File: src/rtl/cbuf_pkg.sv
`timescale 1ns/1ps
package cbuf_pkg;
  // Number of dispatch lanes and of retire slots.
  localparam int LANES = 2;

  // Circular index arithmetic for a ring of arbitrary (non power of two) size.
  function automatic int wrap_add(input int p, input int k, input int depth);
    int s;
    s = p + k;
    if (s >= depth) s = s - depth;
    return s;
  endfunction
endpackage

File: src/rtl/cbuf_ptr_ctl.sv
`timescale 1ns/1ps
module cbuf_ptr_ctl import cbuf_pkg::*; #(
  parameter int DEPTH = 6,
  localparam int PW = $clog2(DEPTH),
  localparam int CW = $clog2(DEPTH + 1)
) (
  input  logic          clk,
  input  logic          rst,
  input  logic          flush,
  input  logic [1:0]    alloc_n,
  input  logic [1:0]    ret_n,
  output logic [PW-1:0] head,
  output logic [PW-1:0] tail,
  output logic [CW-1:0] occ,
  output logic [CW-1:0] free_cnt
);
  always_ff @(posedge clk) begin
    if (rst || flush) begin
      head <= '0;
      tail <= '0;
      occ  <= '0;
    end else begin
      head <= PW'(wrap_add(int'(head), int'(ret_n), DEPTH));
      tail <= PW'(wrap_add(int'(tail), int'(alloc_n), DEPTH));
      occ  <= occ + CW'(alloc_n) - CW'(ret_n);
    end
  end

  assign free_cnt = CW'(DEPTH) - occ;
endmodule

File: src/rtl/cbuf_entry_store.sv
`timescale 1ns/1ps
module cbuf_entry_store import cbuf_pkg::*; #(
  parameter int DEPTH = 6,
  parameter int DW    = 32,
  parameter int RW    = 5,
  parameter int NWB   = 2,
  localparam int PW   = $clog2(DEPTH)
) (
  input  logic                    clk,
  input  logic                    rst,
  input  logic                    flush,
  input  logic [LANES-1:0]        al_en,
  input  logic [LANES-1:0][PW-1:0] al_idx,
  input  logic [LANES-1:0][RW-1:0] al_dst,
  input  logic [NWB-1:0]          wb_en,
  input  logic [NWB-1:0][PW-1:0]  wb_idx,
  input  logic [NWB-1:0][DW-1:0]  wb_data,
  input  logic [LANES-1:0]        rt_en,
  input  logic [LANES-1:0][PW-1:0] rt_idx,
  input  logic [LANES-1:0][PW-1:0] rd_idx,
  output logic [LANES-1:0]        rd_ok,
  output logic [LANES-1:0][RW-1:0] rd_dst,
  output logic [LANES-1:0][DW-1:0] rd_data
);
  localparam int NSLOT = 1 << PW;

  logic [NSLOT-1:0] vld_w;
  logic [NSLOT-1:0] done_w;
  logic [RW-1:0]    dst_w  [NSLOT];
  logic [DW-1:0]    data_w [NSLOT];

  for (genvar e = 0; e < NSLOT; e++) begin : g_ent
    if (e < DEPTH) begin : g_live
      logic          v_q, d_q;
      logic [RW-1:0] dst_q;
      logic [DW-1:0] dat_q;
      logic          al_hit, rt_hit, wb_hit;
      logic [RW-1:0] al_d;
      logic [DW-1:0] wb_d;

      always_comb begin
        al_hit = 1'b0;
        al_d   = '0;
        rt_hit = 1'b0;
        for (int l = 0; l < LANES; l++) begin
          if (al_en[l] && al_idx[l] == PW'(e)) begin
            al_hit = 1'b1;
            al_d   = al_dst[l];
          end
          if (rt_en[l] && rt_idx[l] == PW'(e)) rt_hit = 1'b1;
        end
      end

      // Later ports override earlier ones on a collision.
      always_comb begin
        wb_hit = 1'b0;
        wb_d   = '0;
        for (int p = 0; p < NWB; p++) begin
          if (wb_en[p] && wb_idx[p] == PW'(e)) begin
            wb_hit = 1'b1;
            wb_d   = wb_data[p];
          end
        end
      end

      always_ff @(posedge clk) begin
        if (rst || flush) begin
          v_q <= 1'b0;
          d_q <= 1'b0;
        end else begin
          if (al_hit) begin
            v_q <= 1'b1;
            d_q <= 1'b0;
          end else if (rt_hit) begin
            v_q <= 1'b0;
            d_q <= 1'b0;
          end
          if (wb_hit && v_q) d_q <= 1'b1;
        end
      end

      // Payload registers carry no reset.
      always_ff @(posedge clk) begin
        if (al_hit) dst_q <= al_d;
        if (wb_hit && v_q && !flush) dat_q <= wb_d;
      end

      assign vld_w[e]  = v_q;
      assign done_w[e] = d_q;
      assign dst_w[e]  = dst_q;
      assign data_w[e] = dat_q;
    end else begin : g_pad
      assign vld_w[e]  = 1'b0;
      assign done_w[e] = 1'b0;
      assign dst_w[e]  = '0;
      assign data_w[e] = '0;
    end
  end

  for (genvar l = 0; l < LANES; l++) begin : g_rd
    assign rd_ok[l]   = vld_w[rd_idx[l]] & done_w[rd_idx[l]];
    assign rd_dst[l]  = dst_w[rd_idx[l]];
    assign rd_data[l] = data_w[rd_idx[l]];
  end
endmodule

File: src/rtl/cbuf_retire_sel.sv
`timescale 1ns/1ps
module cbuf_retire_sel import cbuf_pkg::*; #(
  parameter int DW = 32,
  parameter int RW = 5
) (
  input  logic                     clk,
  input  logic                     rst,
  input  logic                     flush,
  input  logic [LANES-1:0]         rd_ok,
  input  logic [LANES-1:0][RW-1:0] rd_dst,
  input  logic [LANES-1:0][DW-1:0] rd_data,
  output logic [1:0]               ret_n,
  output logic [LANES-1:0]         ret_go,
  output logic [LANES-1:0]         ret_valid,
  output logic [LANES-1:0][RW-1:0] ret_dst,
  output logic [LANES-1:0][DW-1:0] ret_data
);
  // Slot l may leave only if every older slot leaves in the same cycle.
  always_comb begin
    ret_go[0] = rd_ok[0] && !flush;
    for (int l = 1; l < LANES; l++) ret_go[l] = ret_go[l-1] && rd_ok[l];
    ret_n = '0;
    for (int l = 0; l < LANES; l++) ret_n = ret_n + {1'b0, ret_go[l]};
  end

  always_ff @(posedge clk) begin
    if (rst) begin
      ret_valid <= '0;
      ret_dst   <= '0;
      ret_data  <= '0;
    end else begin
      ret_valid <= ret_go;
      ret_dst   <= rd_dst;
      ret_data  <= rd_data;
    end
  end
endmodule

File: src/rtl/inord_cbuf.sv
`timescale 1ns/1ps
module inord_cbuf import cbuf_pkg::*; #(
  parameter int DEPTH = 6,
  parameter int DW    = 32,
  parameter int RW    = 5,
  parameter int NWB   = 2,
  localparam int PW   = $clog2(DEPTH),
  localparam int CW   = $clog2(DEPTH + 1)
) (
  input  logic                    clk,
  input  logic                    rst,
  input  logic                    flush,
  input  logic [1:0]              disp_valid,
  input  logic [1:0][RW-1:0]      disp_dst,
  output logic                    disp_ready,
  output logic [1:0][PW-1:0]      disp_tag,
  input  logic [NWB-1:0]          wb_valid,
  input  logic [NWB-1:0][PW-1:0]  wb_tag,
  input  logic [NWB-1:0][DW-1:0]  wb_data,
  output logic [1:0]              ret_valid,
  output logic [1:0][RW-1:0]      ret_dst,
  output logic [1:0][DW-1:0]      ret_data
);
  logic [PW-1:0]    head, tail, head1, tail1;
  logic [CW-1:0]    occ, free_cnt;
  logic [1:0]       req_n, alloc_n, ret_n;
  logic [1:0]       al_en, ret_go, rd_ok;
  logic [1:0][PW-1:0] rd_idx;
  logic [1:0][RW-1:0] rd_dst;
  logic [1:0][DW-1:0] rd_data;

  assign head1 = PW'(wrap_add(int'(head), 1, DEPTH));
  assign tail1 = PW'(wrap_add(int'(tail), 1, DEPTH));

  // The first valid lane takes the tail entry, the second takes the next one.
  assign disp_tag[0] = tail;
  assign disp_tag[1] = disp_valid[0] ? tail1 : tail;

  assign req_n      = {1'b0, disp_valid[0]} + {1'b0, disp_valid[1]};
  assign disp_ready = !flush && (free_cnt >= CW'(req_n));
  assign al_en      = disp_valid & {2{disp_ready}};
  assign alloc_n    = disp_ready ? req_n : 2'd0;

  assign rd_idx[0] = head;
  assign rd_idx[1] = head1;

  cbuf_ptr_ctl #(.DEPTH(DEPTH)) u_ptr (
    .clk      (clk),
    .rst      (rst),
    .flush    (flush),
    .alloc_n  (alloc_n),
    .ret_n    (ret_n),
    .head     (head),
    .tail     (tail),
    .occ      (occ),
    .free_cnt (free_cnt)
  );

  cbuf_entry_store #(.DEPTH(DEPTH), .DW(DW), .RW(RW), .NWB(NWB)) u_store (
    .clk     (clk),
    .rst     (rst),
    .flush   (flush),
    .al_en   (al_en),
    .al_idx  (disp_tag),
    .al_dst  (disp_dst),
    .wb_en   (wb_valid),
    .wb_idx  (wb_tag),
    .wb_data (wb_data),
    .rt_en   (ret_go),
    .rt_idx  (rd_idx),
    .rd_idx  (rd_idx),
    .rd_ok   (rd_ok),
    .rd_dst  (rd_dst),
    .rd_data (rd_data)
  );

  cbuf_retire_sel #(.DW(DW), .RW(RW)) u_ret (
    .clk       (clk),
    .rst       (rst),
    .flush     (flush),
    .rd_ok     (rd_ok),
    .rd_dst    (rd_dst),
    .rd_data   (rd_data),
    .ret_n     (ret_n),
    .ret_go    (ret_go),
    .ret_valid (ret_valid),
    .ret_dst   (ret_dst),
    .ret_data  (ret_data)
  );
endmodule

File: config.mk
export PLATFORM = sky130hd
export DESIGN_NAME = inord_cbuf
export DESIGN_NICKNAME = d
export VERILOG_FILES = /design/src/rtl/cbuf_pkg.sv /design/src/rtl/cbuf_ptr_ctl.sv /design/src/rtl/cbuf_entry_store.sv /design/src/rtl/cbuf_retire_sel.sv /design/src/rtl/inord_cbuf.sv
export SDC_FILE = /design/constraint.sdc
export NUM_CORES = 1
export LEC_CHECK = 0
export BUFFER_PORTS_ARGS = -buffer_cell sky130_fd_sc_hd__buf_2
export CAP_MARGIN = 20
export CORE_MARGIN = 8
export CORE_UTILIZATION = 35
export DETAILED_ROUTE_END_ITERATION = 7
export SETUP_SLACK_MARGIN = 0.05
export SLEW_MARGIN = 20
export SYNTH_ARGS = -nofsm -noshare
export SYNTH_HDL_FRONTEND = slang
export SYNTH_HIERARCHICAL = 1
export SYNTH_SLANG_ARGS = --single-unit
File: constraint.sdc
create_clock -name clk -period 5.32 [get_ports clk]
set_input_delay 1.064 -clock clk [delete_from_list [all_inputs] [get_ports clk]]
set_output_delay 1.064 -clock clk [all_outputs]
set_load 0.01 [all_outputs]
==> flow_summary_export.csv <==
group,metric,value,unit
synthesis,netlist_area,0.0164,sq mm
power_and_ir_drop,ir_worst_vdd,0.180,mV
timing,fin_skew,0.0219,ns
clock_tree,cts_setup_buffers,0,
status,status,"finished clean",
timing,hold_violations,0,
route,vias,11300,
timing,fin_crit_sh,72.5,%
route,ant_nets,0,
cells_and_area,area_growth,15.8,%
clock_tree,htreeDepth,2,
timing,rsz0062_at_grt,"false",
route,via_per_inst,5.65,
synthesis,syn-num-nets,1337,
clock_tree,cts_tree,"yes",
synthesis,yosys_warnings,6,
critical_path,endpoint,"u_ptr/occ[2]",
clock_tree,cts.clk_slew.worst_paths,0.06,ns
timing,slew_violations,0,
cells_and_area,multiInputGateArea,0.00699,sq mm
worst_hold_path,min_path_type,"reg2reg",
clock_tree,cts_sinks,319,
place,numPortBuffers,169,
timing,holdWs,0.463,ns
cells_and_area,fillCellCount,4395,
timing,setup_violations,0,
critical_path,crit_type,"reg2reg",
critical_path,crit_required,5.68,ns
critical_path,r2r_slack,1.46,ns
grt,grt_pass1_wl,73800,microns
route,drc_errors,0,
route,wl,50000,microns
critical_path,worst_r2r_endpoint,"u_ptr/occ[2]",
grt,grt_max_degree,82,
critical_path,crit_path_start,"u_ptr/head[2]",
clock_tree,clockRootBuffer,"clkbuf_16",
timing,maxSlewHeadroom,22.1,%
die,die_h,233,microns
route,dr.pass1.iters,5,
critical_path,r2r_cells,12,
grt,track_usage,18.0,%
die,initial_core_util,35.3,%
route,drt-initial-drc-count,1020,
place,gp_congestion,0.759,
grt,antenna_found_initial,13,
synthesis,syn-instance-count,1232,
flow_run,drv_cap,0,
die,boundaryPins,170,
place,hpwlAfterDp,30300,microns
clock_tree,holdBufCountCts,0,
critical_path,path_common_cell,"fa_1",
die,fp.dieW,233,microns
clock_tree,cts_made_buffers,37,
timing,period_needed,3.86,ns
critical_path,cp-start-kind,"flip-flop",
timing,fmax,0.259,GHz
grt,gr-total-overflow,0,
synthesis,avgSynthCellArea,13.3,sq um
die,num_rows,79,
critical_path,worst-path-max-fanout,26,
clock_tree,post_cts_resized,0,
grt,grt_pass1_vias,11700,
critical_path,critPathSlowestCell,"dfxtp_2",
die,design.core.area,0.0465,sq mm
critical_path,r2r-start,"u_ptr/head[2]",
critical_path,critPathBufInv,2,
critical_path,crit_path_cell_trace,"nand2_1 -> o41ai_2 -> buf_4 -> mux4_2 -> o22ai_1 -> and3b_1 -> fa_1 -> inv_1 -> fa_1 -> xor2_1 -> xnor2_1 -> nor3_1",
cells_and_area,seqCellArea,0.00862,sq mm
critical_path,critical_path_cell_count,12,
critical_path,arrival,4.22,ns
route,wire_per_inst,25.0,microns
critical_path,crit_family,"flip-flops",
cells_and_area,drive_above_1_share,28.0,%
worst_hold_path,min_from,"u_store/g_ent[4].g_live.d_q",
clock_tree,clk_path_buf_depth,3,
power_and_ir_drop,p_leak,7.23,nW
clock_tree,insertion_delay,0.54,ns
timing,final.setup.tns,0,ns
power_and_ir_drop,powerDensity,288,mW/mm^2
cells_and_area,nets,1464,
critical_path,endpoint_kind,"flip-flop",
timing,max_slew.worst_pin.slew,1.17,ns
critical_path,cp_slowest_stage_delay,0.81,ns
die,die_area,0.0541,sq mm
==> stage by stage <==
stage	instance area, sq um	instances	power (mW)	utilization, %	setup WS (ns)
2_1_floorplan	16400	1232	2.89	-	1.30
6_report	19000	2002	5.47	40.9	1.46
4_1_cts	18900	1991	5.51	40.7	1.47
5_1_grt	19000	1998	5.64	40.9	1.10
3_3_place_gp	17700	1923	3.04	38.1	1.49
3_5_place_dp	17700	1924	3.05	38.2	1.35
==> metal layers <==
metal | wire (microns) | track usage (%)
met5 | 83 | 0
met4 | 1100 | 5.73
met3 | 4020 | 5.22
met2 | 24500 | 30.3
met1 | 20300 | 22.0
==> state kept, by name, summed over array words and instances, names as in the netlist, 6 cells and up <==
name                        flops
u_store/g_ent.g_live.dst_q     30
u_store/g_ent.g_live.d_q        6
u_ret/ret_data                 64
u_store/g_ent.g_live.v_q        6
u_ret/ret_dst                  10
u_store/g_ent.g_live.dat_q    192
==> where the power goes <==
part	leakage, nW	switching (mW)	internal [mW]
Sequential	2.98	0.0152	2.67
Combinational	3.68	0.188	0.122
Clock	0.570	1.02	1.45
Total	7.23	1.22	4.25
==> cell usage in the layout (no fill, tap or decap), types with 8 or more instances in the layout <==
master and n:
a22o_1 223, edfxtp_1 222, buf_2 168, dfxtp_1 94, o22ai_1 79, mux2i_1 76, nor2b_1 76, mux4_2 76
inv_1 50, clkbuf_16 39, inv_2 25, buf_4 21, nand2_1 19, clkinv_1 17, ha_1 14, clkbuf_1 14
nor2_1 9, diode_2 8, and2_1 8
==> worst min path at each step <==
stage                                        to  slack (ns)  cells past startpoint
finish              u_store/g_ent[4].g_live.d_q        0.46                      2
global route        u_store/g_ent[0].g_live.d_q        0.49                      2
CTS                 u_store/g_ent[4].g_live.d_q        0.46                      2
detailed placement  u_store/g_ent[4].g_live.d_q        0.45                      2
global placement    u_store/g_ent[5].g_live.d_q        0.44                      2
floorplan           u_store/g_ent[0].g_live.d_q        0.44                      2
==> layout make-up <==
| type | count | area share [%] |
|---|---|---|
| sequential | 319 | 45.3 |
| timing repair buffer | 193 | 5.79 |
| inverter | 91 | 1.82 |
| antenna | 8 | 0.105 |
| multi-input combinational | 717 | 36.8 |
| clock inverter | 10 | 0.454 |
| clock buffer | 57 | 5.70 |
| tap | 607 | 4.00 |
==> worst reg2reg max path: cells and delay by family (launching register included) <==
family / cells / cell delay, ns
AOI/OAI and AO/OA: 2 / 0.55
buffers and inverters: 2 / 0.33
muxes: 1 / 0.30
DFF: 1 / 0.81
xor gates and xnor gates: 2 / 0.31
adders and majority gates: 2 / 0.67
and+or+nand+nor: 3 / 0.73
Power figures use the tool's default switching activity.
